<file path="src/rtl/spi_mm_pkg.sv">
package spi_mm_pkg;

    typedef enum logic [1:0] {
        SH_IDLE,
        SH_LEAD,
        SH_BITS,
        SH_TAIL
    } sh_state_e;

    localparam logic [2:0] A_TXD  = 3'd0;
    localparam logic [2:0] A_RXD  = 3'd1;
    localparam logic [2:0] A_STAT = 3'd2;
    localparam logic [2:0] A_CTRL = 3'd3;
    localparam logic [2:0] A_MASK = 3'd4;

endpackage

</file>
<file path="src/rtl/spi_tick_gen.sv">
module spi_tick_gen #(
    parameter int HALF_DIV = 2
) (
    input  logic clk,
    input  logic rst_n,
    input  logic en,
    output logic tick
);
    localparam int CW = (HALF_DIV > 1) ? $clog2(HALF_DIV) : 1;
    localparam logic [CW-1:0] LAST = CW'(HALF_DIV - 1);

    logic [CW-1:0] cnt_d, cnt_q;

    always_comb begin
        tick  = en && (cnt_q == LAST);
        cnt_d = cnt_q;
        if (!en || tick) cnt_d = '0;
        else             cnt_d = cnt_q + 1'b1;
    end

    always_ff @(posedge clk or negedge rst_n) begin
        if (!rst_n) cnt_q <= '0;
        else        cnt_q <= cnt_d;
    end
endmodule

</file>
<file path="src/rtl/spi_shifter.sv">
module spi_shifter
    import spi_mm_pkg::*;
#(
    parameter int DATA_W = 8
) (
    input  logic              clk,
    input  logic              rst_n,
    input  logic              start,
    input  logic [DATA_W-1:0] tx_word,
    input  logic              tick,
    input  logic              miso,
    output logic              busy,
    output logic              sclk,
    output logic              mosi,
    output logic              done,
    output logic [DATA_W-1:0] rx_word
);
    localparam int BW = (DATA_W > 1) ? $clog2(DATA_W) : 1;
    localparam logic [BW-1:0] LAST_BIT = BW'(DATA_W - 1);

    typedef struct packed {
        sh_state_e         st;
        logic [DATA_W-1:0] sr;
        logic [BW-1:0]     cnt;
        logic              ck;
        logic              smp;
    } sh_t;

    sh_t s_d, s_q;

    always_comb begin
        s_d  = s_q;
        done = 1'b0;
        unique case (s_q.st)
            SH_IDLE: if (start) begin
                s_d.st  = SH_LEAD;
                s_d.sr  = tx_word;
                s_d.cnt = '0;
                s_d.ck  = 1'b0;
            end
            SH_LEAD: if (tick) begin
                s_d.st  = SH_BITS;
                s_d.ck  = 1'b1;
                s_d.smp = miso;
            end
            SH_BITS: if (tick) begin
                if (s_q.ck) begin
                    s_d.ck = 1'b0;
                    s_d.sr = {s_q.sr[DATA_W-2:0], s_q.smp};
                    if (s_q.cnt == LAST_BIT) s_d.st  = SH_TAIL;
                    else                     s_d.cnt = s_q.cnt + 1'b1;
                end else begin
                    s_d.ck  = 1'b1;
                    s_d.smp = miso;
                end
            end
            SH_TAIL: if (tick) begin
                s_d.st = SH_IDLE;
                done   = 1'b1;
            end
            default: s_d.st = SH_IDLE;
        endcase
    end

    always_ff @(posedge clk or negedge rst_n) begin
        if (!rst_n) s_q <= '{st: SH_IDLE, sr: '0, cnt: '0, ck: 1'b0, smp: 1'b0};
        else        s_q <= s_d;
    end

    assign busy    = (s_q.st != SH_IDLE);
    assign sclk    = s_q.ck;
    assign mosi    = s_q.sr[DATA_W-1];
    assign rx_word = s_q.sr;
endmodule

</file>
<file path="src/rtl/spi_mask_master.sv">
module spi_mask_master
    import spi_mm_pkg::*;
#(
    parameter int DATA_W   = 8,
    parameter int N_SLAVES = 3,
    parameter int HALF_DIV = 2,
    parameter int REG_W    = 16
) (
    input  logic                clk,
    input  logic                rst_n,
    input  logic                reg_wr,
    input  logic                reg_rd,
    input  logic [2:0]          reg_addr,
    input  logic [REG_W-1:0]    reg_wdata,
    output logic [REG_W-1:0]    reg_rdata,
    output logic                irq,
    output logic                sclk,
    output logic                mosi,
    input  logic                miso,
    output logic [N_SLAVES-1:0] ss_n
);
    typedef struct packed {
        logic [DATA_W-1:0]   rx_data;
        logic                rx_full;
        logic                ovr;
        logic                ie_tx;
        logic                ie_rx;
        logic [N_SLAVES-1:0] mask;
        logic [N_SLAVES-1:0] sel;
    } rg_t;

    rg_t r_d, r_q;

    logic              xfer_busy;
    logic              tick;
    logic              done;
    logic              start;
    logic              rx_read;
    logic [DATA_W-1:0] rx_word;

    assign start   = reg_wr && (reg_addr == A_TXD) && !xfer_busy;
    assign rx_read = reg_rd && (reg_addr == A_RXD);

    spi_tick_gen #(.HALF_DIV(HALF_DIV)) u_tick (
        .clk  (clk),
        .rst_n(rst_n),
        .en   (xfer_busy),
        .tick (tick)
    );

    spi_shifter #(.DATA_W(DATA_W)) u_shift (
        .clk    (clk),
        .rst_n  (rst_n),
        .start  (start),
        .tx_word(reg_wdata[DATA_W-1:0]),
        .tick   (tick),
        .miso   (miso),
        .busy   (xfer_busy),
        .sclk   (sclk),
        .mosi   (mosi),
        .done   (done),
        .rx_word(rx_word)
    );

    always_comb begin
        r_d = r_q;
        if (start) r_d.sel = r_q.mask;
        if (reg_wr) begin
            unique case (reg_addr)
                A_STAT: if (reg_wdata[2]) r_d.ovr = 1'b0;
                A_CTRL: begin
                    r_d.ie_tx = reg_wdata[0];
                    r_d.ie_rx = reg_wdata[1];
                end
                A_MASK: r_d.mask = reg_wdata[N_SLAVES-1:0];
                default: ;
            endcase
        end
        if (done) begin
            r_d.rx_data = rx_word;
            r_d.rx_full = 1'b1;
            if (r_q.rx_full && !rx_read) r_d.ovr = 1'b1;
        end else if (rx_read) begin
            r_d.rx_full = 1'b0;
        end
    end

    always_ff @(posedge clk or negedge rst_n) begin
        if (!rst_n) r_q <= '0;
        else        r_q <= r_d;
    end

    always_comb begin
        reg_rdata = '0;
        unique case (reg_addr)
            A_RXD:  reg_rdata = REG_W'(r_q.rx_data);
            A_STAT: reg_rdata = REG_W'({r_q.ovr, r_q.rx_full, !xfer_busy});
            A_CTRL: reg_rdata = REG_W'({r_q.ie_rx, r_q.ie_tx});
            A_MASK: reg_rdata = REG_W'(r_q.mask);
            default: reg_rdata = '0;
        endcase
    end

    assign ss_n = ~(r_q.sel & {N_SLAVES{xfer_busy}});
    assign irq  = (r_q.ie_tx && !xfer_busy) || (r_q.ie_rx && r_q.rx_full);
endmodule

</file>
<file path="config.mk">
export PLATFORM = sky130hd
export DESIGN_NAME = spi_mask_master
export DESIGN_NICKNAME = d
export VERILOG_FILES = /design/src/rtl/spi_mm_pkg.sv /design/src/rtl/spi_tick_gen.sv /design/src/rtl/spi_shifter.sv /design/src/rtl/spi_mask_master.sv
export SDC_FILE = /design/constraint.sdc
export NUM_CORES = 1
export LEC_CHECK = 0
export BUFFER_PORTS_ARGS = -buffer_cell sky130_fd_sc_hd__buf_2
export CAP_MARGIN = 40
export CORE_UTILIZATION = 30
export CTS_BUF_LIST = sky130_fd_sc_hd__clkbuf_16
export DETAILED_ROUTE_END_ITERATION = 16
export PLACE_DENSITY_LB_ADDON = 0.1
export SLEW_MARGIN = 0
export SYNTH_ARGS = -nofsm -noshare
export SYNTH_HDL_FRONTEND = slang
export SYNTH_HIERARCHICAL = 1
export SYNTH_SLANG_ARGS = --single-unit
</file>
<file path="constraint.sdc">
create_clock -name clk -period 3.2 [get_ports clk]
set_input_delay 0.64 -clock clk [delete_from_list [all_inputs] [get_ports clk]]
set_output_delay 0.64 -clock clk [all_outputs]
set_load 0.01 [all_outputs]
</file>
======== Word level (Yosys, flattened, before mapping) ========
Index checks and enable logic that the tools add are counted.
word-level totals
  ROM bits ................................ 0
  output and inout port bits .............. 22
  bits of input ports ..................... 24
  logic and storage cells ................. 85
  memories kept ........................... 0
  latch bits .............................. 0
  bits in registers ....................... 34
  RAM bits ................................ 0
cells by class
  div/mod/pow operators ................... 0
  bitwise gates (word level) .............. 2
  mux-type cells .......................... 27
  multiply operators ...................... 0
  shift-type cells ........................ 0
  magnitude comparators ................... 0
  add/subtract/negate cells ............... 2
  reduce and logical (&&, ||, !) cells .... 25
  eq/ne operators ......................... 16
operators by type and width
  kind                 count
  $pmux 8 s4           1
  $pmux 11 s2          1
  $mux 15              1
  $mux 14              1
  $mux 13              1
  $ne 2x2->1 const B   6
  $reduce_and 4->1     3
  $mux 1               11
  $mux 2               5
  $pmux 2 s4           1
  $reduce_bool 2->1    4
  $logic_and 1x1->1    7
  $eq 3x2->1 const B   2
  $eq 3x3->1 const B   2
  $mux 3               2
  $mux 6               1
  $reduce_and 6->1     1
  $reduce_and 5->1     1
  $eq 2x2->1 const B   2
  $ne 2x1->1 const B   2
  $reduce_and 2->1     2
  $add 3x1->3 const B  1
  $and 3x3->3          1
  $eq 3x1->1 const B   1
  other kinds (10)     12

======== Depth between registers and ports, before layout ========
Gate-level depths: netlist of the first run.
  word-level depth ........................ 6
  depth in mapped cells ................... 7
  depth with buffers taken out ............ 7

======== Hierarchy ========
The synthesis of the first run kept the hierarchy.
modules (own cells, without submodules)
  module           area an instance (um^2)  cells each  instances
  spi_shifter      964.7                    81          1
  spi_mask_master  954.7                    79          1
  spi_tick_gen     41.3                     3           1

======== Worst setup path after synthesis of the first run ========
Ideal clock, no wire load.
  kind .................................... flip-flop to flip-flop
  start point ............................. register u_shift/s_q[13] (netlist bit)
  end point ............................... register u_shift.s_q (netlist bit u_shift/rx_word[0])
  data required time ...................... 3,075 ps
  period minus slack after synthesis ...... 2,041 ps
  data arrival time ....................... 1,917 ps
  stages on the path, launching flop included .. 8
  path slack .............................. 1,159 ps
  cell sequence ........................... dfrtp_1 -> inv_1 -> ha_1 -> inv_1 -> and4bb_4 -> mux2i_1 -> a21oi_4 -> mux2_2
on the way
  longest elaborated chain between the ends .. 5
  elaborated cells on any way between the ends .. 12
  those cells by class .................... eq/ne: 4; mux: 1; reduce/logical: 7
RTL lines
  element                     line                   RTL
  start: declaration          spi_shifter.sv:29      sh_t s_d, s_q;
  start signal: assignment    spi_shifter.sv:66      if (!rst_n) s_q <= '{st: SH_IDLE, sr: '0, cnt: '0, ck: 1'b0, smp: 1'b0};
  $reduce_bool 2->1           spi_shifter.sv:70      assign busy = (s_q.st != SH_IDLE);
  via xfer_busy               spi_mask_master.sv:34  logic xfer_busy;
  $logic_not 1->1             spi_mask_master.sv:41  assign start = reg_wr && (reg_addr == A_TXD) && !xfer_busy;
  $logic_and 1x1->1           spi_mask_master.sv:41
  via start                   spi_mask_master.sv:37  logic start;
  $ne 2x2->1 (no line)        -
  $reduce_and 4->1 (no line)  -
The timed path passes the listed nets, and every way through them passes these cells.
A chain may end at the register's enable or synchronous reset.

======== Final worst setup path of the first run ========
  start point ............................. register u_shift/s_q[13] (netlist bit)
  end point ............................... register u_shift.s_q (netlist bit u_shift/rx_word[5])
The elaborated chain is that of the path after synthesis.

==> impl_results.rst, run 1 <==
.. list-table::
   :header-rows: 1

   * - Metric
     - Value
   * - Slew margin rel.
     - 47.18%
   * - Count of hold buffers inserted by post-cts repair
     - 0
   * - First-pass GRT wire length
     - roughly 6400 um
   * - Worst vdd ir
     - between 0.0002 and 0.0003 V
   * - Sequential-to-total area share from yosys stat
     - 43.40%
   * - Area growth from synthesis to layout
     - 13.34%
   * - Flops & latches, synth
     - 34
   * - Unrepaired setup endpoints after global routing
     - no
   * - Hold crit path type
     - primary input to asynchronous set/reset pin
   * - Buffer depth of the longest clock path
     - 2
   * - Number of flops mapped to enable cells by yosys
     - 0
   * - Hold violation total from the final report
     - 0
   * - YS warnings
     - 6
   * - GPL Wtd Cong
     - 0.7289
   * - Number of antenna diodes
     - 0
   * - Vert. Die Dim
     - 82.84 um
   * - H-tree levels
     - 2
   * - Net count reported at finish
     - about 220
   * - IO buf count
     - 29
   * - Top_reg_cell synth
     - sky130_fd_sc_hd__dfrtp_1
   * - Maximum number of pins on one net before global-route repair
     - 35
   * - Initial antenna violation count
     - 0
   * - Cell variety after synth
     - 41
   * - GR Util All Layers
     - 11.74%
   * - Insertion delay of the later-clocked pin in the worst-skew pair
     - between 0.2 and 0.3 ns
   * - Chip width
     - 82.84 um
   * - Total leakage power
     - 1.021 nW
   * - Number of buffers inserted by post-CTS setup repair
     - 0
   * - TritonCTS buffer count
     - 5
   * - Cell at the root of the clock tree
     - sky130_fd_sc_hd__clkbuf_16
   * - Worst-case setup slack after placement
     - 0.8461 ns
   * - Max Freq
     - 427.1 MHz
   * - Global-route met2 utilization
     - 19.23%
   * - Sequential cell area
     - 850.8 sq um
   * - Sum of net half-perimeters after detailed placement
     - 2777 um
   * - Routed wirelength normalized by instance count
     - 14.24 um
   * - Average size of a mapped cell
     - 12.03 sq um
   * - Asr flop ratio synth
     - 100.0%
   * - Cells after synthesis
     - around 160
   * - DRT Wirelength
     - ~3800 um
   * - Power share of the clock group
     - between 20% and 30%
   * - Standard cell core area
     - about 6300 sq um
   * - Data arrival time at the worst-slack endpoint
     - 2.50 ns
   * - Minimum clock period after layout
     - 2.342 ns
   * - Antenna Nets Post-Route
     - 0
   * - MaxCap Viol Count
     - 0
   * - CTS tree
     - built
   * - Total Neg Setup Slack
     - 0 ns
   * - Remaining global-route overflow
     - 0
   * - Pin slew with the least headroom to its limit
     - a little under 0.8 ns
   * - Outcome
     - complete, no violations
   * - Drt initial violations
     - 44
   * - Clk slew on worst S/H paths
     - 0.06 ns
   * - Final Instance Count excl. Fillers
     - 265
   * - Crit path kind
     - flop to flop
   * - Switching component of the power
     - between 0.0006 and 0.0007 W
   * - Met1 layer usage reported by global route
     - roughly 14%
   * - Post-synthesis cell area
     - 1961 sq um
   * - Via count of the first global-routing pass
     - 1,295
   * - Final max-slew violation count
     - 0
   * - Final clock period utilization by the worst path
     - between 70% and 80%
   * - Worst Path Required
     - 3.36 ns
   * - Clock net sink count
     - 34
   * - Ratio of total power to cell area
     - 921.8 nW/um^2
   * - Placed Instances
     - 257
   * - Crit path capture type
     - flop
   * - Share of layout cells above drive strength 1
     - about 43%
   * - Vias per Instance
     - 4.702
   * - Logic pwr share
     - 40.1%
   * - Ports
     - 46
   * - Starting density of the core
     - 31.05%
   * - Die Footprint
     - 6862 sq um
   * - Kind of launch point of the worst setup path
     - flop
   * - Final worst setup slack
     - around 0.86 ns
   * - Portion of total power attributed to sequential cells
     - 37.3%
   * - Met3 Usage GRT
     - 3.479%
   * - Layout Skew
     - 0.002550 ns
   * - Vias after detailed routing
     - 1,246
   * - Internal Power
     - approximately 0.0014 W
   * - Fillers
     - 652
   * - Std cell rows
     - 29
   * - Share of total power consumed by net switching
     - 33.79%
   * - Area of combinational cells with multiple inputs
     - 954.7 sq um
   * - Number of resized instances in the post-cts repair step
     - 0
   * - Most used routing layer in global routing
     - met2
   * - Count of TritonRoute iterations in the first routing pass
     - 3
   * - Maximum fanout count along the critical path
     - 8
   * - Drc violations
     - 0
   * - Number of setup violations in the final report
     - 0
-- cell families (layout without fill, tap and decap cells) --
family                     count (synthesis)  in the layout  synth area share [%]
muxes                                     40             40                 23.23
and+or+nand+nor                           35             35                 12.13
DFF                                       34             34                 43.40
buffers and inverters                     27             45                 9.254
AOI/OAI and AO/OA                         19             19                 7.339
adders and majority gates                  7              7                 4.467
other                                      1              8                0.1913
-- worst max-delay path, cell delays in order (launching register included) --
cell and delay (ns):
sky130_fd_sc_hd__dfrtp_1 0.40, sky130_fd_sc_hd__inv_1 0.13, sky130_fd_sc_hd__ha_1 0.25, sky130_fd_sc_hd__inv_1 0.16, sky130_fd_sc_hd__and4bb_4 0.44, sky130_fd_sc_hd__mux2i_1 0.16, sky130_fd_sc_hd__a21oi_4 0.30, sky130_fd_sc_hd__mux2_2 0.38
-- synthesized netlist by cell type (3+ instances only) --
library cell              instances  area, sq um
sky130_fd_sc_hd__dfrtp_1         34        850.8
sky130_fd_sc_hd__mux2_2          26        292.8
sky130_fd_sc_hd__buf_4           16        120.1
sky130_fd_sc_hd__ha_1             7        87.58
sky130_fd_sc_hd__inv_1            7        26.28
sky130_fd_sc_hd__nand2_1          7        26.28
sky130_fd_sc_hd__mux2_1           6        67.56
sky130_fd_sc_hd__and3_2           5        37.54
sky130_fd_sc_hd__mux2i_1          5        50.05
sky130_fd_sc_hd__o21ai_0          5        25.02
sky130_fd_sc_hd__nor2b_1          4        25.02
sky130_fd_sc_hd__a22oi_1          3        22.52
sky130_fd_sc_hd__mux2_4           3        45.04
sky130_fd_sc_hd__nor2_1           3        11.26
-- sequential cells by signal (all words and copies together) (netlist names) --
register / cells
r_q: 18
u_shift/rx_word: 8
u_shift/s_q: 6
u_shift/sclk: 1
u_tick/cnt_q: 1
-- power by group through the flow --
stage | registers, W | clock network (W) | logic, W
3_3_place_gp | 0.000762 | 0 | 0.000807
2_1_floorplan | 0.000730 | 0 | 0.000744
3_5_place_dp | 0.000774 | 0 | 0.000832
4_1_cts | 0.000768 | 0.000471 | 0.000837
6_report | 0.000763 | 0.000463 | 0.000822
5_1_grt | 0.000797 | 0.000495 | 0.000912
-- cell usage in the layout, fill, tap and decap left out, types with 6 or more instances in the layout --
cell type | synthesis | layout
sky130_fd_sc_hd__nand2_1 | 7 | 7
sky130_fd_sc_hd__buf_2 | 2 | 29
sky130_fd_sc_hd__dfrtp_1 | 34 | 34
sky130_fd_sc_hd__conb_1 | 1 | 8
sky130_fd_sc_hd__inv_1 | 7 | 7
sky130_fd_sc_hd__mux2_2 | 26 | 26
sky130_fd_sc_hd__mux2_1 | 6 | 6
sky130_fd_sc_hd__ha_1 | 7 | 7
-- layer usage --
layer,vias to the layer above,part of all wire [%]
met4,0,1.5
li1,596,-
met5,-,0
met2,26,48
met3,5,4.0
met1,619,46
-- path summary, 6_finish.rpt --
path | startpoint | endpoint | slack, ns | cells after the start
setup / recovery | u_shift/s_q[13] | u_shift/rx_word[5] | 0.86 | 7
hold / removal | rst_n | r_q[7] | 0.44 | 1
setup reg to reg | u_shift/s_q[13] | u_shift/rx_word[5] | 0.86 | 7
hold reg to reg | r_q[16] | r_q[16] | 0.50 | 1
max in group asynchronous | rst_n | u_shift/rx_word[1] | 2.24 | 1
min in group clk | r_q[16] | r_q[16] | 0.50 | 1
-- per-stage QoR --
stage | power [W] | cell area [sq um] | hold WS, ns | utilization, %
floorplan | 0.001474 | 1987 | 0.3444 | -
global placement | 0.001569 | 2081 | 0.4825 | 32.96
detailed placement | 0.001606 | 2081 | 0.4942 | 32.96
CTS | 0.002076 | 2222 | 0.4837 | 35.20
global route | 0.002203 | 2222 | 0.5122 | 35.20
finish | 0.002048 | 2222 | 0.4405 | 35.20
-- cell type report --
class | count | share of cell area, %
multi-input cells | 109 | 42.96
flip-flops and latches | 34 | 38.29
repair buffers | 30 | 6.869
clock buffers | 5 | 5.631
well taps | 77 | 4.336
inverters | 7 | 1.182
clock inverters | 3 | 0.7320
Power figures use the tool's default switching activity.
==> run 2: changes to the inputs <==
- clock period: 3.2 -> 2.15 ns (I/O delays scaled with it)
==> run 2 against run 1 <==
  * Final area rose by 2.6%
  * Routed wire length about the same
  * Critical path depth up 1
  * Core utilization rose by 0.93 points
  * Combinational power grew 58%
  * Sequential power rose by 49%
  * Via count rose by 1.4%
  * Sequential share of layout area shrank 0.99 points
  * Critical endpoint is now reg_rdata[0]
  * Largest power group unchanged
==> impl_results.rst, run 2 (same netlist as run 1, synthesis figures left out) <==
.. list-table::
   :header-rows: 1

   * - Metric
     - Value
   * - Outcome
     - complete, no violations
   * - Initial antenna violation count
     - 0
   * - Number of setup violations in the final report
     - 0
   * - Buffer depth of the longest clock path
     - 2
   * - Worst Path Required
     - 1.72 ns
   * - First-pass GRT wire length
     - around 6500 um
   * - H-tree levels
     - 2
   * - Vias per Instance
     - between 4 and 5
   * - Remaining global-route overflow
     - 0
   * - TritonCTS buffer count
     - 5
   * - Ratio of total power to cell area
     - 1372 nW/um^2
   * - Standard cell core area
     - ~6300 sq um
   * - Chip width
     - 82.84 um
   * - Max Freq
     - 492.7 MHz
   * - Unrepaired setup endpoints after global routing
     - no
   * - Area growth from synthesis to layout
     - 16.34%
   * - Final max-slew violation count
     - 0
   * - Count of TritonRoute iterations in the first routing pass
     - 4
   * - Routed wirelength normalized by instance count
     - between 10 and 15 um
   * - Crit path kind
     - flop to primary output
   * - Share of layout cells above drive strength 1
     - between 40% and 50%
   * - Maximum number of pins on one net before global-route repair
     - 35
   * - Most used cells in the layout excluding fill and tap cells
     - sky130_fd_sc_hd__dfrtp_1 (34), sky130_fd_sc_hd__buf_2 (29), sky130_fd_sc_hd__mux2_2 (26)
   * - Clock net sink count
     - 34
   * - Final clock period utilization by the worst path
     - between 90% and 100%
   * - Minimum clock period after layout
     - 2.030 ns
   * - Insertion delay of the later-clocked pin in the worst-skew pair
     - approximately 0.28 ns
   * - Placed Instances
     - 263
   * - Crit path capture type
     - primary output
   * - Kind of launch point of the worst setup path
     - flop
   * - Antenna Nets Post-Route
     - 0
   * - Slew margin rel.
     - 47.10%
   * - DRT Wirelength
     - 3776 um
   * - Power share of the clock group
     - 21.9%
   * - Drc violations
     - 0
   * - Final Instance Count excl. Fillers
     - ~270
   * - Share of total power consumed by net switching
     - 33.52%
   * - Worst-case setup slack after placement
     - 0.01165 ns
   * - Leading cell type in the layout, fill and taps excluded
     - sky130_fd_sc_hd__dfrtp_1
   * - IO buf count
     - 29
   * - Worst vdd ir
     - approximately 0.00050 V
   * - Net count reported at finish
     - about 230
   * - GR Util All Layers
     - 12.10%
   * - Total Neg Setup Slack
     - 0 ns
   * - Via count of the first global-routing pass
     - 1,314
   * - Switching component of the power
     - 0.001049 W
   * - GPL Wtd Cong
     - 0.7442
   * - Layout Skew
     - 0.004477 ns
   * - Internal Power
     - 0.002081 W
   * - Data arrival time at the worst-slack endpoint
     - 1.60 ns
   * - Number of antenna diodes
     - 0
   * - CTS tree
     - built
   * - Maximum fanout count along the critical path
     - 4
   * - Core occupancy in the finished layout
     - a little over a third
   * - Vert. Die Dim
     - 82.84 um
   * - Final worst setup slack
     - 0.1203 ns
   * - Clk slew on worst S/H paths
     - around 0.050 ns
   * - Ports
     - 46
   * - Cell at the root of the clock tree
     - sky130_fd_sc_hd__clkbuf_16
   * - Pin slew with the least headroom to its limit
     - between 0.7 and 0.8 ns
   * - Fillers
     - 629
   * - Largest register FFs
     - 18
   * - Drt initial violations
     - 32
   * - Die Footprint
     - slightly below 7000 sq um
   * - Logic pwr share
     - 41.6%
   * - Hold crit path type
     - primary input to asynchronous set/reset pin
   * - Starting density of the core
     - 31.05%
   * - Std cell rows
     - 29
   * - Top register by number of flip-flops
     - r_q
   * - Total leakage power
     - 1.051 nW
   * - Portion of total power attributed to sequential cells
     - between 30% and 40%
   * - Vias after detailed routing
     - 1,264
   * - Sum of net half-perimeters after detailed placement
     - roughly 2800 um
   * - MaxCap Viol Count
     - 0
   * - Hold violation total from the final report
     - 0
## run 2: area by class of cell
cell class                 instances  area, sq um  area share [%]
timing repair buffer              37        205.2           8.996
clock inverter                     3        16.27          0.7131
tap                               77        96.34           4.224
clock buffer                       5        125.1           5.485
sequential                        34        850.8           37.30
inverter                           7        26.28           1.152
multi-input combinational        109        960.9           42.13
## run 2: metal layers
metal  GRT usage (%)  share of wire, %
met1           15.47                49
met2           18.70                45
met3           3.678               4.2
met4           5.643               1.9
met5               0                 0
## run 2: power by group through the flow
stage / registers, W / logic, W / clock network (W)
floorplan: 0.00109 / 0.00111 / 0
global placement: 0.00114 / 0.00125 / 0
detailed placement: 0.00115 / 0.00129 / 0
CTS: 0.00114 / 0.00130 / 0.000709
global route: 0.00118 / 0.00144 / 0.000745
finish: 0.00114 / 0.00130 / 0.000687
## run 2: worst paths after layout
check | start | end | slack [ns] | cells past startpoint
worst max-delay path | u_shift/s_q[13] | reg_rdata[0] | 0.12 | 8
worst min-delay path | rst_n | r_q[1] | 0.24 | 1
worst max register to register | u_shift/s_q[13] | u_shift/rx_word[5] | 0.14 | 7
worst min register to register | r_q[13] | r_q[13] | 0.50 | 1
max in group asynchronous | rst_n | u_shift/rx_word[2] | 1.40 | 1
min in group clk | miso | u_shift/s_q[0] | 0.39 | 2
## run 2: timing repair
item / in CTS / in global routing
hold buffers: 0 / 0
endpoints found under the setup margin: 0 / 11
gates resized for setup: 0 / 4
setup buffers: 0 / 1
## run 2: per-stage QoR
step / instance area, sq um / total power, W / hold WS, ns
floorplan: 1987 / 0.002194 / 0.1344
CTS: 2267 / 0.003145 / 0.2772
global placement: 2126 / 0.002382 / 0.4836
finish: 2281 / 0.003130 / 0.2371
detailed placement: 2126 / 0.002439 / 0.4904
global route: 2281 / 0.003364 / 0.3048
## run 2: critical path, cell delays in order (launching register included)
cell and delay (ns):
sky130_fd_sc_hd__dfrtp_1 0.41, sky130_fd_sc_hd__inv_2 0.10, sky130_fd_sc_hd__ha_2 0.18, sky130_fd_sc_hd__inv_1 0.08, sky130_fd_sc_hd__buf_4 0.14, sky130_fd_sc_hd__nor2_1 0.07
sky130_fd_sc_hd__a21oi_1 0.05, sky130_fd_sc_hd__o22ai_1 0.14, sky130_fd_sc_hd__buf_2 0.15
